## config.mk

```make
export PLATFORM = sky130hd
export DESIGN_NAME = bkpl_arbiter
export DESIGN_NICKNAME = d
export VERILOG_FILES = /design/src/rtl/bkpl_arb_pkg.sv /design/src/rtl/bkpl_us_window.sv /design/src/rtl/bkpl_arb_pick.sv /design/src/rtl/bkpl_arbiter.sv
export SDC_FILE = /design/constraint.sdc
export NUM_CORES = 1
export LEC_CHECK = 0
export BUFFER_PORTS_ARGS = -buffer_cell sky130_fd_sc_hd__buf_2
export CAP_MARGIN = 20
export CORE_MARGIN = 1
export CORE_UTILIZATION = 44
export DETAILED_ROUTE_END_ITERATION = 10
export PLACE_DENSITY = 0.7
export SLEW_MARGIN = 20
export SYNTH_ARGS = -nofsm -noshare
export SYNTH_HDL_FRONTEND = slang
export SYNTH_SLANG_ARGS = --single-unit
```

## constraint.sdc

```tcl
create_clock -name clk -period 1.81 [get_ports clk]
set_input_delay 0.4525 -clock clk [delete_from_list [all_inputs] [get_ports clk]]
set_output_delay 0.4525 -clock clk [all_outputs]
set_load 0.03 [all_outputs]
```

## src/rtl/bkpl_arb_pkg.sv

```systemverilog
`timescale 1ns/1ps
// Package: shared encodings of the backplane arbiter.
// Assumes: the mode field is two bits wide and the encoding 2'b11 is
// treated as fixed priority.
package bkpl_arb_pkg;

    typedef enum logic [1:0] {
        MODE_PRIO     = 2'b00,
        MODE_SINGLE   = 2'b01,
        MODE_RROBIN   = 2'b10,
        MODE_PRIO_ALT = 2'b11
    } arb_mode_e;

    typedef enum logic [1:0] {
        ST_IDLE    = 2'b00,
        ST_GRANTED = 2'b01,
        ST_OWNED   = 2'b10
    } arb_state_e;

endpackage

```

## src/rtl/bkpl_us_window.sv

```systemverilog
`timescale 1ns/1ps
// Module: microsecond window timer.
// Counts clock cycles in groups of CLK_PER_US (the prescaler). It raises
// `expire` in the last cycle of a window of `limit` microseconds, measured
// from the first edge at which `run` is high.
// Assumes: `limit` is stable while `run` is high and `limit` >= 1. Dropping
// `run` clears both counters at the next edge. After expiry the count holds,
// so a window fires once per run.
module bkpl_us_window #(
    parameter int CLK_PER_US = 250,
    parameter int CNTW       = 9
) (
    input  logic            clk,
    input  logic            rst_n,
    input  logic            run,
    input  logic [CNTW-1:0] limit,
    output logic            expire
);
    localparam int SUBW = (CLK_PER_US > 1) ? $clog2(CLK_PER_US) : 1;
    localparam logic [SUBW-1:0] SUB_LAST = SUBW'(CLK_PER_US - 1);

    logic [SUBW-1:0] sub_q;
    logic [CNTW-1:0] us_q;

    // Prescaler and microsecond counter; clear when idle, hold at the limit.
    always_ff @(posedge clk) begin
        if (!rst_n || !run) begin
            sub_q <= '0;
            us_q  <= '0;
        end else if (us_q != limit) begin
            if (sub_q == SUB_LAST) begin
                sub_q <= '0;
                us_q  <= us_q + 1'b1;
            end else begin
                sub_q <= sub_q + 1'b1;
            end
        end
    end

    // Terminal cycle of the window.
    always_comb begin
        expire = run && (us_q == (limit - 1'b1)) && (sub_q == SUB_LAST);
    end


    win_bound_chk: assert property (@(posedge clk) disable iff (!rst_n)
        us_q <= limit);

endmodule

```

## src/rtl/bkpl_arb_pick.sv

```systemverilog
`timescale 1ns/1ps
// Module: combinational winner selection.
// Masks the requests for the chosen policy. It picks the highest level for
// fixed priority, or walks the rotated order that starts just below the
// last granted level for the rotating policy.
// Assumes: `req` is active high, and LEVELS >= 2.
module bkpl_arb_pick
    import bkpl_arb_pkg::*;
#(
    parameter int LEVELS = 4,
    parameter int IDXW   = 2
) (
    input  logic [LEVELS-1:0] req,
    input  arb_mode_e         mode,
    input  logic [IDXW-1:0]   last,
    output logic              win_vld,
    output logic [IDXW-1:0]   win_idx
);
    localparam logic [LEVELS-1:0] TOP_MASK = LEVELS'(1) << (LEVELS - 1);

    logic [LEVELS-1:0] elig;
    logic [IDXW-1:0]   rr_cand [LEVELS];
    logic [IDXW-1:0]   prio_idx;
    logic [IDXW-1:0]   rr_idx;

    // Rotated search order: slot g holds level (last - 1 - g) mod LEVELS.
    genvar g;
    generate
        for (g = 0; g < LEVELS; g++) begin : g_rot
            assign rr_cand[g] = IDXW'((int'(last) + 2 * LEVELS - 1 - g) % LEVELS);
        end
    endgenerate

    // Apply the single-level mask.
    always_comb begin
        if (mode == MODE_SINGLE) elig = req & TOP_MASK;
        else                     elig = req;
    end

    // Fixed priority: the highest eligible index wins.
    always_comb begin
        prio_idx = '0;
        for (int k = 0; k < LEVELS; k++) begin
            if (elig[k]) prio_idx = IDXW'(k);
        end
    end

    // Rotating: the earliest slot in the rotated order wins.
    always_comb begin
        rr_idx = '0;
        for (int k = LEVELS - 1; k >= 0; k--) begin
            if (elig[rr_cand[k]]) rr_idx = rr_cand[k];
        end
    end

    // Final choice by policy.
    always_comb begin
        win_vld = |elig;
        win_idx = (mode == MODE_RROBIN) ? rr_idx : prio_idx;
    end

endmodule

```

## src/rtl/bkpl_arbiter.sv

```systemverilog
`timescale 1ns/1ps
// Module: system-controller bus arbiter (top).
// Grants one request level at a time and waits for the winner to assert
// bus-busy. It withdraws the grant and sets a sticky flag if the winner
// does not take the bus within the selected window. It also times data
// transfers that go unacknowledged.
// Assumes: all inputs are synchronous to clk. req_n and busy_n are active
// low. The grant is one-hot and active high.
module bkpl_arbiter
    import bkpl_arb_pkg::*;
#(
    parameter int LEVELS     = 4,
    parameter int CLK_PER_US = 250,
    parameter int SHORT_US   = 16,
    parameter int LONG_US    = 256,
    parameter int ACC_US     = 64
) (
    input  logic              clk,
    input  logic              rst_n,
    input  logic              arb_en,
    input  logic [1:0]        arb_mode,
    input  logic              long_win,
    input  logic [LEVELS-1:0] req_n,
    input  logic              busy_n,
    output logic [LEVELS-1:0] grant,
    input  logic              to_clr,
    output logic              arb_to_flag,
    input  logic              xfer_act,
    input  logic              xfer_ack,
    output logic              xfer_berr
);
    localparam int IDXW   = (LEVELS > 1) ? $clog2(LEVELS) : 1;
    localparam int MAX_US = (LONG_US > ACC_US) ? ((LONG_US > SHORT_US) ? LONG_US : SHORT_US)
                                               : ((ACC_US > SHORT_US) ? ACC_US : SHORT_US);
    localparam int CNTW   = $clog2(MAX_US + 1);

    arb_state_e        state_q;
    logic [IDXW-1:0]   last_q;
    logic              lsel_q;
    logic              win_vld;
    logic [IDXW-1:0]   win_idx;
    logic              arb_run;
    logic              arb_expire;
    logic              arb_miss;
    logic [CNTW-1:0]   arb_limit;
    logic              acc_run;
    logic              acc_expire;
    arb_mode_e         mode;

    // Decode the policy input.
    always_comb mode = arb_mode_e'(arb_mode);

    bkpl_arb_pick #(.LEVELS(LEVELS), .IDXW(IDXW)) u_pick (
        .req     (~req_n),
        .mode    (mode),
        .last    (last_q),
        .win_vld (win_vld),
        .win_idx (win_idx)
    );

    // Window length fixed at grant time; timer runs only while a grant waits.
    always_comb begin
        arb_limit = lsel_q ? CNTW'(LONG_US) : CNTW'(SHORT_US);
        arb_run   = arb_en && (state_q == ST_GRANTED);
        arb_miss  = arb_expire && busy_n;
    end

    bkpl_us_window #(.CLK_PER_US(CLK_PER_US), .CNTW(CNTW)) u_arb_win (
        .clk    (clk),
        .rst_n  (rst_n),
        .run    (arb_run),
        .limit  (arb_limit),
        .expire (arb_expire)
    );

    // Access timer runs while a transfer is pending.
    always_comb acc_run = arb_en && xfer_act && !xfer_ack;

    bkpl_us_window #(.CLK_PER_US(CLK_PER_US), .CNTW(CNTW)) u_acc_win (
        .clk    (clk),
        .rst_n  (rst_n),
        .run    (acc_run),
        .limit  (CNTW'(ACC_US)),
        .expire (acc_expire)
    );

    // Arbitration sequencer: idle -> granted -> owned -> idle.
    always_ff @(posedge clk) begin
        if (!rst_n) begin
            state_q <= ST_IDLE;
            grant   <= '0;
            last_q  <= '0;
            lsel_q  <= 1'b0;
        end else if (!arb_en) begin
            state_q <= ST_IDLE;
            grant   <= '0;
        end else begin
            unique case (state_q)
                ST_IDLE: begin
                    if (busy_n && win_vld) begin
                        grant   <= LEVELS'(1) << win_idx;
                        last_q  <= win_idx;
                        lsel_q  <= long_win;
                        state_q <= ST_GRANTED;
                    end
                end
                ST_GRANTED: begin
                    if (!busy_n) begin
                        grant   <= '0;
                        state_q <= ST_OWNED;
                    end else if (arb_expire) begin
                        grant   <= '0;
                        state_q <= ST_IDLE;
                    end
                end
                ST_OWNED: begin
                    if (busy_n) state_q <= ST_IDLE;
                end
                default: begin
                    grant   <= '0;
                    state_q <= ST_IDLE;
                end
            endcase
        end
    end

    // Sticky timeout flag; a new miss wins over a clear.
    always_ff @(posedge clk) begin
        if (!rst_n)        arb_to_flag <= 1'b0;
        else if (arb_miss) arb_to_flag <= 1'b1;
        else if (to_clr)   arb_to_flag <= 1'b0;
    end

    // Registered bus-error pulse for the access timeout.
    always_ff @(posedge clk) begin
        if (!rst_n) xfer_berr <= 1'b0;
        else        xfer_berr <= acc_expire;
    end


    grant_onehot_chk: assert property (@(posedge clk) disable iff (!rst_n)
        $onehot0(grant));


    off_no_grant_chk: assert property (@(posedge clk) disable iff (!rst_n)
        !arb_en |=> (grant == '0));


    grant_bus_free_chk: assert property (@(posedge clk) disable iff (!rst_n)
        $rose(|grant) |-> $past(busy_n));


    busy_drops_grant_chk: assert property (@(posedge clk) disable iff (!rst_n)
        ((grant != '0) && !busy_n) |=> (grant == '0));


    single_top_only_chk: assert property (@(posedge clk) disable iff (!rst_n)
        ((mode == MODE_SINGLE) && (grant == '0)) |=>
            ((grant == '0) || (grant == (LEVELS'(1) << (LEVELS - 1)))));


    flag_on_withdraw_chk: assert property (@(posedge clk) disable iff (!rst_n)
        $rose(arb_to_flag) |-> ((grant == '0) && ($past(grant) != '0)));


    flag_sticky_chk: assert property (@(posedge clk) disable iff (!rst_n)
        (arb_to_flag && !to_clr) |=> arb_to_flag);


    berr_single_chk: assert property (@(posedge clk) disable iff (!rst_n)
        xfer_berr |=> !xfer_berr);


    berr_needs_strobe_chk: assert property (@(posedge clk) disable iff (!rst_n)
        $rose(xfer_berr) |-> $past(xfer_act && !xfer_ack));

endmodule

```

==> metrics.yaml, run 1 <==
diodes: 0
worstSkewPairLatency_ns: 0.30
io_buffer_count: 19
netlist_instances: 251
final_cell_mix: "dfxtp_1, nor2_1, buf_4"
drv_slew: 0
crit_arrival_ns: 1.90
post-cts-setup-buffer-count: 0
first_pass_iters: 4
grt_setup_unrepaired: "false"
max_freq_mhz: 583.9
post_cts_resized: 0
slew-limit-headroom_pct: 66.35
maxCapViolCount: 0
drive_gt1_share_pct: 22.03
status: "complete, no violations"
skew_ns: 0.01087
path_clk_slew_ns: 0.08
min_period_over_period_pct: 94.62
ir_drop_mv: 0.2774
grt_usage_pct: 17.38
period_minus_slack_ns: 1.713
grt_pass1_wl_mm: 7.493
final_nets: 316
synth_edf_count: 0
post-route-cell-area_sq_um: 2738
gr-max-usage-layer: "met2"
post-route-util_pct: 53.60
total_power_mw: 1.784
postRouteAntennaNets: 0
p_leak_nw: 1.045
yosysSeqAreaShare_pct: 38.77
htreeDepth: 2
final_common_cell: "dfxtp_1"
crit_path_end_kind: "register"
numCtsBuffers: 5
rows: 26
core_sq_um: 5107
num_vias: 1880
clock-sinks: 45
io_pins: 20
die_w_um: 74.67
finalHoldViolations: 0
wl_mm: 4.361
hold_class: "in2reg"
cp_max_fo: 4
met2_usage_pct: 27.73
postPlaceCellArea_sq_um: 2629
cts_max_path_buffers: 2
ctsHoldBuffers: 0
die_height_um: 74.67
grt_max_degree: 14
drt_first_iter_violations: 125
synth.avg_cell_area_sq_um: 9.257
wire_per_inst_um: 11.95
use_met1_pct: 22.55
start_kind: "register"
globalplace.congestion: 0.8311
netlist_area_sq_um: 2323
dieArea_sq_um: 5575
ys.flop_type: "dfxtp_1"
cts_tree: "yes"
grt_pass1_vias: 1748
root_buffer: "clkbuf_8"
synth-seq-cells: 45
initial_utilization_pct: 45.49
area_growth_pct: 17.82
critPathRequiredTime_ns: 2.00
grtUsageMet3_pct: 4.418
antenna_found_initial: 0
setup_violations: 0
dp_hpwl_mm: 3.294
yosys_warnings: 0
avgViaCountPerCell: 5.151
syn_nets: 273
ys_types: 52
tightestPinTransition_ns: 0.4994
gr-total-overflow: 0
crit_type: "reg2reg"
power_density_nw_per_um2: 651.7
finalSetupTns_ns: 0
ys_async_sr_fraction_pct: 0
drc_errors: 0
## worst max-delay path: stages, from the launching register on
cell	delay (ns)
dfxtp_1	0.43
nand4_4	0.16
or3_4	0.43
nor3_4	0.22
o32ai_2	0.14
a22o_1	0.24
## state kept, by name (all words and copies together) (netlist names), 2 cells and up
| register | count |
|---|---|
| u_arb_win.us_q | 9 |
| u_arb_win.sub_q | 8 |
| state_q | 2 |
| u_acc_win.sub_q | 8 |
| last_q | 2 |
| u_acc_win.us_q | 9 |
| grant | 4 |
## metrics by stage
step / setup slack [ns] / hold WS (ns) / cells
floorplan: 0.07705 / 0.4428 / 251
global placement: 0.1094 / 0.4561 / 356
detailed placement: 0.07314 / 0.4522 / 356
CTS: 0.05418 / 0.3587 / 364
global route: 0.003770 / 0.3656 / 365
finish: 0.09741 / 0.3738 / 365
## Yosys cell counts (4+ instances only)
cell type  number  area (sq um)
nor2_1         37         138.9
nand4_1        10         62.56
o21ai_0         4         20.02
ha_1            8         100.1
nand2_1        15         56.30
xor2_1         18         157.7
a21oi_1         7         35.03
nand3_1        12         60.06
dfxtp_1        45         900.9
and3_1          6         37.54
nor2b_1         8         50.05
nor3_1          4         20.02
inv_1           7         26.28
xnor2_1        10         87.58
## per-layer routing
metal | routed length, um | vias up
met1 | 2175 | 870
li1 | - | 985
met4 | 84 | 0
met5 | 0 | -
met2 | 2002 | 18
met3 | 99 | 7
## report_power, final
| group | switching [mW] | total (mW) | internal (mW) |
|---|---|---|---|
| sequential | 0.00956 | 1.01 | 0.997 |
| combinational | 0.0533 | 0.100 | 0.0468 |
| clock | 0.332 | 0.678 | 0.345 |
## final cells by class
| cell class | count | area, sq um |
|---|---|---|
| Fill cell | 493 | 2370 |
| Timing Repair Buffer | 41 | 260.3 |
| Sequential cell | 45 | 900.9 |
| Multi-Input combinational cell | 194 | 1361 |
| Clock inverter | 1 | 5.005 |
| Tap cell | 70 | 87.58 |
| Clock buffer | 7 | 96.34 |
| Inverter | 7 | 26.28 |
## final timing paths
kind	startpoint	to	slack (ns)	cells after the start
hold / removal	busy_n	state_q[1]	0.37	2
hold reg to reg	grant[0]	grant[0]	0.48	1
setup / recovery	u_arb_win.sub_q[4]	grant[2]	0.1	5
setup reg to reg	u_arb_win.sub_q[4]	grant[2]	0.1	5
## kinds of logic after synthesis
kind of cell	synth area share (%)
mux	1.292
buf+inv	2.638
fa+ha+maj	4.308
compound gates	10.39
simple gates	32.04
xor+xnor	10.55
flops	38.77
Note: power is estimated with default switching activity, not from simulation.
==> run 2, diff against run 1 <==
--- a/config.mk
+++ b/config.mk
@@ -5,13 +5,15 @@
 export SDC_FILE = /design/constraint.sdc
 export NUM_CORES = 1
 export LEC_CHECK = 0
+export ABC_AREA = 1
 export BUFFER_PORTS_ARGS = -buffer_cell sky130_fd_sc_hd__buf_2
 export CAP_MARGIN = 20
 export CORE_MARGIN = 1
 export CORE_UTILIZATION = 44
 export DETAILED_ROUTE_END_ITERATION = 10
-export PLACE_DENSITY = 0.7
+export PLACE_DENSITY = 0.69
 export SLEW_MARGIN = 20
 export SYNTH_ARGS = -nofsm -noshare
 export SYNTH_HDL_FRONTEND = slang
+export SYNTH_HIERARCHICAL = 1
 export SYNTH_SLANG_ARGS = --single-unit
==> constraint.sdc (replaced) <==
create_clock -name clk -period 1.5 [get_ports clk]
set_input_delay 0.375 -clock clk [delete_from_list [all_inputs] [get_ports clk]]
set_output_delay 0.375 -clock clk [all_outputs]
set_load 0.03 [all_outputs]
==> run 2 against run 1 <==
Net effect: the run now ends with negative setup slack left; sequential power grew 21%; hold slack worse by 0.047 ns; clock power is 25% higher; maximum frequency grew 1.5%; first-iteration DRC count grew 35%; critical path depth rose by 13; worst setup slack got worse by 0.28 ns; combinational power rose to 6.3 times the previous value; highest routed layer unchanged.
==> metrics.yaml, run 2 <==
status: "finished with violations"  # was complete, no violations
violations: "negative setup slack"
hold_class: "in2reg"  # unchanged
grt_max_degree: 16  # was 14
wl_mm: 9.793  # was 4.361 mm
worstSkewPairLatency_ns: 0.30  # about the same
dp_slack_ns: -0.2593  # was 0.07314 ns
htreeDepth: 2  # unchanged
cts_tree: "yes"  # unchanged
grt_pass1_vias: 3569  # was 1748
num_vias: 3951  # was 1880
yosys_warnings: 6  # was 0
yosysMostFrequentCell: "nand2_1"  # was dfxtp_1
die_w_um: 93.93  # was 74.67 um
crit_type: "reg2reg"  # unchanged
critPathBufInv: 4  # was 0
ys.flop_type: "dfxtp_1"  # unchanged
initial_utilization_pct: 45.26  # was 45.49%
drv_slew: 0  # unchanged
ir_drop_mv: 0.4651  # was 0.2774 mV
start_kind: "register"  # unchanged
skew_ns: 0.009269  # was 0.01087 ns
crit_arrival_ns: 1.94  # was 1.90 ns
setup_slack_ns: -0.1865  # was 0.09741 ns
clock-sinks: 45  # unchanged
p_leak_nw: 2.311  # was 1.045 nW
yosysSeqAreaShare_pct: 24.23  # was 38.77%
critPathTopFamily: "simple AND/OR/NAND/NOR gates"  # unchanged
postRouteAntennaNets: 0  # unchanged
finalHoldViolations: 0  # unchanged
cp_max_fo: 6  # was 4
synthTopCellsByArea: "dfxtp_1, nand2_1, inv_1, nand3_1, nor2_1"  # was dfxtp_1, xor2_1, nor2_1, ha_1, xnor2_1
cts_max_path_buffers: 2  # unchanged
multiInputGateArea_sq_um: 2990  # was 1361 sq um
fillers: 700  # was 493
io_buffer_count: 19  # unchanged
ys_async_sr_fraction_pct: 0  # unchanged
min_period_over_period_pct: 112.4  # was 94.62%
root_buffer: "clkbuf_8"  # unchanged
wire_per_inst_um: 11.93  # was 11.95 um
cp_common_cell: "nand2_1"
synth_edf_count: 0  # unchanged
total_power_mw: 2.694  # was 1.784 mW
final_nets: 737  # was 316
io_pins: 20  # unchanged
postPlaceCellArea_sq_um: 4568  # was 2629 sq um
synth-seq-cells: 45  # unchanged
area_growth_pct: 42.16  # was 17.82%
post-route-cell-area_sq_um: 5286  # was 2738 sq um
grt_usage_pct: 21.13  # was 17.38%
gr-total-overflow: 0  # unchanged
antenna_found_initial: 0  # unchanged
power_density_nw_per_um2: 509.5  # was 651.7 nW/um^2
synth_top_area_share_pct: 24.23  # was 38.77%
final_common_cell: "nand2_1"  # was dfxtp_1
path_cells: "buf_12 > inv_12 > nand2_4 > nand2_4 > inv_4 > nand3_4 > nand2_1 > nand2_1 > nand2_1 > nand2_1 > nand2_1 > nand2_1 > nand2_2 > inv_2 > nand3_2 > nand3_2 > nand2_1 > nor2_1"  # was nand4_4 > or3_4 > nor3_4 > o32ai_2 > a22o_1
maxCapViolCount: 0  # unchanged
numCtsBuffers: 5  # unchanged
dieArea_sq_um: 8823  # was 5575 sq um
ctsHoldBuffers: 0  # unchanged
crit_path_end_kind: "register"  # unchanged
synth_common_cells: "nand2_1, inv_1, nor2_1"  # was dfxtp_1, nor2_1, xor2_1
setup_violations: 24  # was 0
grt_pass1_wl_mm: 15.07  # was 7.493 mm
whs_ns: 0.3270  # was 0.3738 ns
grt_setup_unrepaired: "true"  # was false
final_cell_mix: "nand2_1, buf_4, inv_1"  # was dfxtp_1, nor2_1, buf_4
netlist_instances: 576  # was 251
path_clk_slew_ns: 0.09  # was 0.08 ns
reg_top3: "u_acc_win/us_q (9), u_arb_win/us_q (9)"  # was u_acc_win.us_q (9), u_arb_win.us_q (9)
drt_first_iter_violations: 169  # was 125
max_freq_mhz: 593.0  # was 583.9 MHz
ys_types: 36  # was 52
drive_gt1_share_pct: 40.22  # was 22.03%
rows: 33  # was 26
max_stage_delay_ns: 0.37  # was 0.43 ns
drc_errors: 0  # unchanged
critPathRequiredTime_ns: 1.75  # was 2.00 ns
core_sq_um: 8217  # was 5107 sq um
crit_slowest_cell: "dfxtp_4"  # was dfxtp_1
netlist_area_sq_um: 3719  # was 2323 sq um
final-seq-area_sq_um: 930.9  # was 900.9 sq um
avgViaCountPerCell: 4.812  # was 5.151
globalplace.congestion: 0.8450  # was 0.8311
period_minus_slack_ns: 1.686  # was 1.713 ns
synth.avg_cell_area_sq_um: 6.456  # was 9.257 sq um
yosysTopAreaCell: "dfxtp_1"  # unchanged
first_pass_iters: 7  # was 4
diodes: 0  # unchanged
die_height_um: 93.93  # was 74.67 um
dp_hpwl_mm: 6.730  # was 3.294 mm
-- run 2: changes by cell type in the layout (fill, tap and decap cells not counted), moves of 13 or more --
cell / delta
nand2_1: +119
inv_1: +60
buf_4: +53
conb_1: +36
nand2_2: +32
a21oi_2: +23
nand3_2: +23
dfxtp_1: -18
nand2_4: +17
nand3_1: +16
dfxtp_2: +15
inv_2: +15
nand4_1: +13
-- run 2: repair_timing --
action	4_1_cts	5_1_grt
setup buffers	7	8
gates resized for setup	44	83
setup endpoints to repair	16	43
gates cloned	0	4
hold endpoints to repair	0	0
pin swaps	14	29
-- run 2: area by class of cell --
class | count | share of cell area (%)
clock buffer | 7 | 1.822
clock inverter | 1 | 0.09467
sequential | 45 | 17.61
inverter | 84 | 6.249
timing repair buffer | 104 | 15.17
multi-input combinational | 475 | 56.57
tap | 105 | 2.485
-- run 2: cells by family after synthesis --
group / after synthesis / share of synthesized area [%]
compound gates: 54 / 9.387
xor+xnor: 28 / 6.998
fa+ha+maj: 8 / 2.692
buf+inv: 93 / 10.73
flops: 45 / 24.23
other cells: 2 / 0.2020
simple gates: 346 / 45.76
-- run 2: where the power goes --
part	internal [mW]	total (mW)	switching, mW	leakage, nW
Combinational	0.253	0.627	0.374	1.88
Clock	0.417	0.850	0.432	0.0542
Sequential	1.20	1.22	0.0122	0.373
-- run 2: path summary, 6_finish.rpt --
path                            cells after the start  slack, ns     endpoint   startpoint
worst max-delay path                               18      -0.19     grant[0]    last_q[0]
worst min-delay path                                4       0.33  arb_to_flag       to_clr
worst max register to register                     18      -0.19     grant[0]    last_q[0]
worst min register to register                      2       0.49  arb_to_flag  arb_to_flag
-- run 2: worst register-to-register path, cell delays in order (launching register included) --
cell and delay [ns]:
dfxtp_4 0.37, buf_12 0.14, inv_12 0.07, nand2_4 0.05
nand2_4 0.11, inv_4 0.06, nand3_4 0.06, nand2_1 0.05
nand2_1 0.07, nand2_1 0.06, nand2_1 0.05, nand2_1 0.04
nand2_1 0.06, nand2_2 0.08, inv_2 0.09, nand3_2 0.09
nand3_2 0.07, nand2_1 0.05, nor2_1 0.07
-- run 2: per-layer routing --
| metal | GRT usage (%) | vias up | wire [um] |
|---|---|---|---|
| li1 | - | 2079 | - |
| met1 | 24.59 | 1803 | 4156 |
| met2 | 39.96 | 56 | 5285 |
| met3 | 3.236 | 13 | 239 |
| met4 | 5.000 | 0 | 111 |
| met5 | 0 | - | 0 |
-- run 2: metrics by stage --
stage,cells,setup TNS (ns),util [%]
after global placement,795,-1.371,55.60
after CTS,809,-0.4291,58.98
final,821,-1.880,64.34
after detailed placement,795,-1.708,55.60
after floorplan,610,-0.2926,-
after global routing,821,-4.377,64.34
==> run 3, diff against run 2 <==
--- a/config.mk
+++ b/config.mk
@@ -8,10 +8,12 @@
 export ABC_AREA = 1
 export BUFFER_PORTS_ARGS = -buffer_cell sky130_fd_sc_hd__buf_2
 export CAP_MARGIN = 20
+export CELL_PAD_IN_SITES_DETAIL_PLACEMENT = 1
+export CELL_PAD_IN_SITES_GLOBAL_PLACEMENT = 1
 export CORE_MARGIN = 1
-export CORE_UTILIZATION = 44
+export CORE_UTILIZATION = 40
 export DETAILED_ROUTE_END_ITERATION = 10
-export PLACE_DENSITY = 0.69
+export PLACE_DENSITY = 0.83
 export SLEW_MARGIN = 20
 export SYNTH_ARGS = -nofsm -noshare
 export SYNTH_HDL_FRONTEND = slang
==> run 3 against run 2 <==
Net effect: the run still ends with negative setup slack left; die area rose by 9.8%; clock skew rose by 0.0085 ns; sequential power barely moved; critical path depth fell by 4; utilization fell by 2.7 points; routed wire length rose by 75%; largest power group unchanged.
==> metrics.yaml, run 3 (synthesis results as in run 2) <==
gr-max-usage-layer: "met2"  # unchanged
drc_errors: 0  # unchanged
area_growth_pct: 46.57  # was 42.16%
grtUsageMet3_pct: 3.546  # was 3.236%
grt_pass1_vias: 4572  # was 3569
skew_ns: 0.01780  # was 0.009269 ns
drive_gt1_share_pct: 44.44  # was 40.22%
final_nets: 750  # was 737
root_buffer: "clkbuf_8"  # unchanged
dp_hpwl_mm: 8.935  # was 6.730 mm
period_minus_slack_ns: 1.907  # was 1.686 ns
met2_usage_pct: 52.44  # was 39.96%
first_pass_iters: 6  # was 7
violations: "negative setup slack"  # unchanged
total_power_mw: 2.721  # was 2.694 mW
io_pins: 20  # unchanged
core_sq_um: 8848  # was 8217 sq um
start_kind: "register"  # unchanged
crit_type: "reg2reg"  # unchanged
min_period_over_period_pct: 127.1  # was 112.4%
status: "finished with violations"  # unchanged
dieArea_sq_um: 9686  # was 8823 sq um
cp_max_fo: 5  # was 6
power_density_nw_per_um2: 499.2  # was 509.5 nW/um^2
use_met1_pct: 30.38  # was 24.59%
globalplace.congestion: 0.8837  # was 0.8450
rows: 34  # was 33
avgViaCountPerCell: 5.546  # was 4.812
numCtsBuffers: 5  # unchanged
die_w_um: 98.42  # was 93.93 um
gr-total-overflow: 0  # unchanged
path_clk_slew_ns: 0.11  # was 0.09 ns
wl_mm: 17.11  # was 9.793 mm
num_vias: 4642  # was 3951
initial_utilization_pct: 42.02  # was 45.26%
worstSkewPairLatency_ns: 0.32  # was 0.30 ns
postRouteAntennaNets: 0  # unchanged
post-route-cell-area_sq_um: 5450  # was 5286 sq um
setup_violations: 34  # was 24
crit_path_end_kind: "register"  # unchanged
antenna_found_initial: 0  # unchanged
critPathRequiredTime_ns: 1.74  # was 1.75 ns
drt_first_iter_violations: 219  # was 169
diodes: 0  # unchanged
reg_top3: "u_acc_win/us_q (9), u_arb_win/us_q (9)"  # unchanged
die_height_um: 98.42  # was 93.93 um
clock-sinks: 45  # unchanged
grt_setup_unrepaired: "true"  # unchanged
setup_slack_ns: -0.4065  # was -0.1865 ns
wire_per_inst_um: 20.44  # was 11.93 um
drv_slew: 0  # unchanged
dpl.cell_count: 796  # was 795
cts_max_path_buffers: 2  # unchanged
layout.cells.non_filler: 837  # was 821
grt_usage_pct: 27.33  # was 21.13%
grt_max_degree: 16  # unchanged
maxCapViolCount: 0  # unchanged
max_freq_mhz: 524.5  # was 593.0 MHz
htreeDepth: 2  # unchanged
ir_drop_mv: 0.3036  # was 0.4651 mV
finalSetupTns_ns: -4.860  # was -1.880 ns
hold_class: "in2reg"  # unchanged
grt_pass1_wl_mm: 21.28  # was 15.07 mm
io_buffer_count: 19  # unchanged
finalHoldViolations: 0  # unchanged
crit_arrival_ns: 2.15  # was 1.94 ns
final_cell_mix: "nand2_1, buf_4, inv_1"  # unchanged
postPlaceCellArea_sq_um: 4594  # was 4568 sq um
p_leak_nw: 2.385  # was 2.311 nW
final_common_cell: "nand2_1"  # unchanged
cts_tree: "yes"  # unchanged
-- run 3: area by class of cell --
| cell class | count | area, sq um |
|---|---|---|
| fill | 1146 | 3398 |
| sequential | 45 | 937.1 |
| multi-input combinational | 475 | 2999 |
| tap | 108 | 135.1 |
| clock buffer | 8 | 80.08 |
| inverter | 84 | 330.3 |
| timing repair buffer | 117 | 968.4 |
-- run 3: stage by stage --
step                utilization, %  setup slack (ns)  hold slack (ns)
floorplan                        -          -0.09258           0.4668
global placement             51.92           -0.3625           0.4495
detailed placement           51.92           -0.3897           0.4583
CTS                          55.44           -0.2399           0.3136
global route                 61.60           -0.5490           0.3436
finish                       61.60           -0.4065           0.3154
-- run 3: power breakdown --
part	switching [mW]	internal (mW)	total, mW	leakage (nW)
logic	0.450	0.256	0.707	1.97
registers	0.0130	1.20	1.22	0.376
clock network	0.464	0.333	0.797	0.0395
total	0.927	1.79	2.72	2.39
-- run 3: final timing paths --
path / start / endpoint / slack, ns / cells past startpoint
hold / removal: to_clr / arb_to_flag / 0.32 / 4
setup reg to reg: state_q[1] / grant[3] / -0.41 / 14
setup / recovery: state_q[1] / grant[3] / -0.41 / 14
hold reg to reg: arb_to_flag / arb_to_flag / 0.50 / 2
-- run 3: timing repair --
item                       CTS  global route
setup endpoints to repair   21            44
gates cloned                 2             3
resized for setup           44           114
hold buffers                 0             0
pin swaps                   27            41
setup buffers               11            22
-- run 3: worst max-delay path: stages (launching register included) --
cell	delay, ns
dfxtp_2	0.36
inv_2	0.06
and3_4	0.20
nand3_4	0.08
nor2_4	0.11
nand3_2	0.07
nor2_1	0.15
nand3_1	0.10
nor2_2	0.19
nor2_2	0.07
nand2_4	0.10
nand2_4	0.09
nand2_2	0.09
nand2_2	0.05
nor2_1	0.11
-- run 3: per-layer routing --
layer	routed length [um]	up-vias
met3	548	83
met4	990	0
met5	0	-
met1	6418	2322
li1	-	2089
met2	9150	148
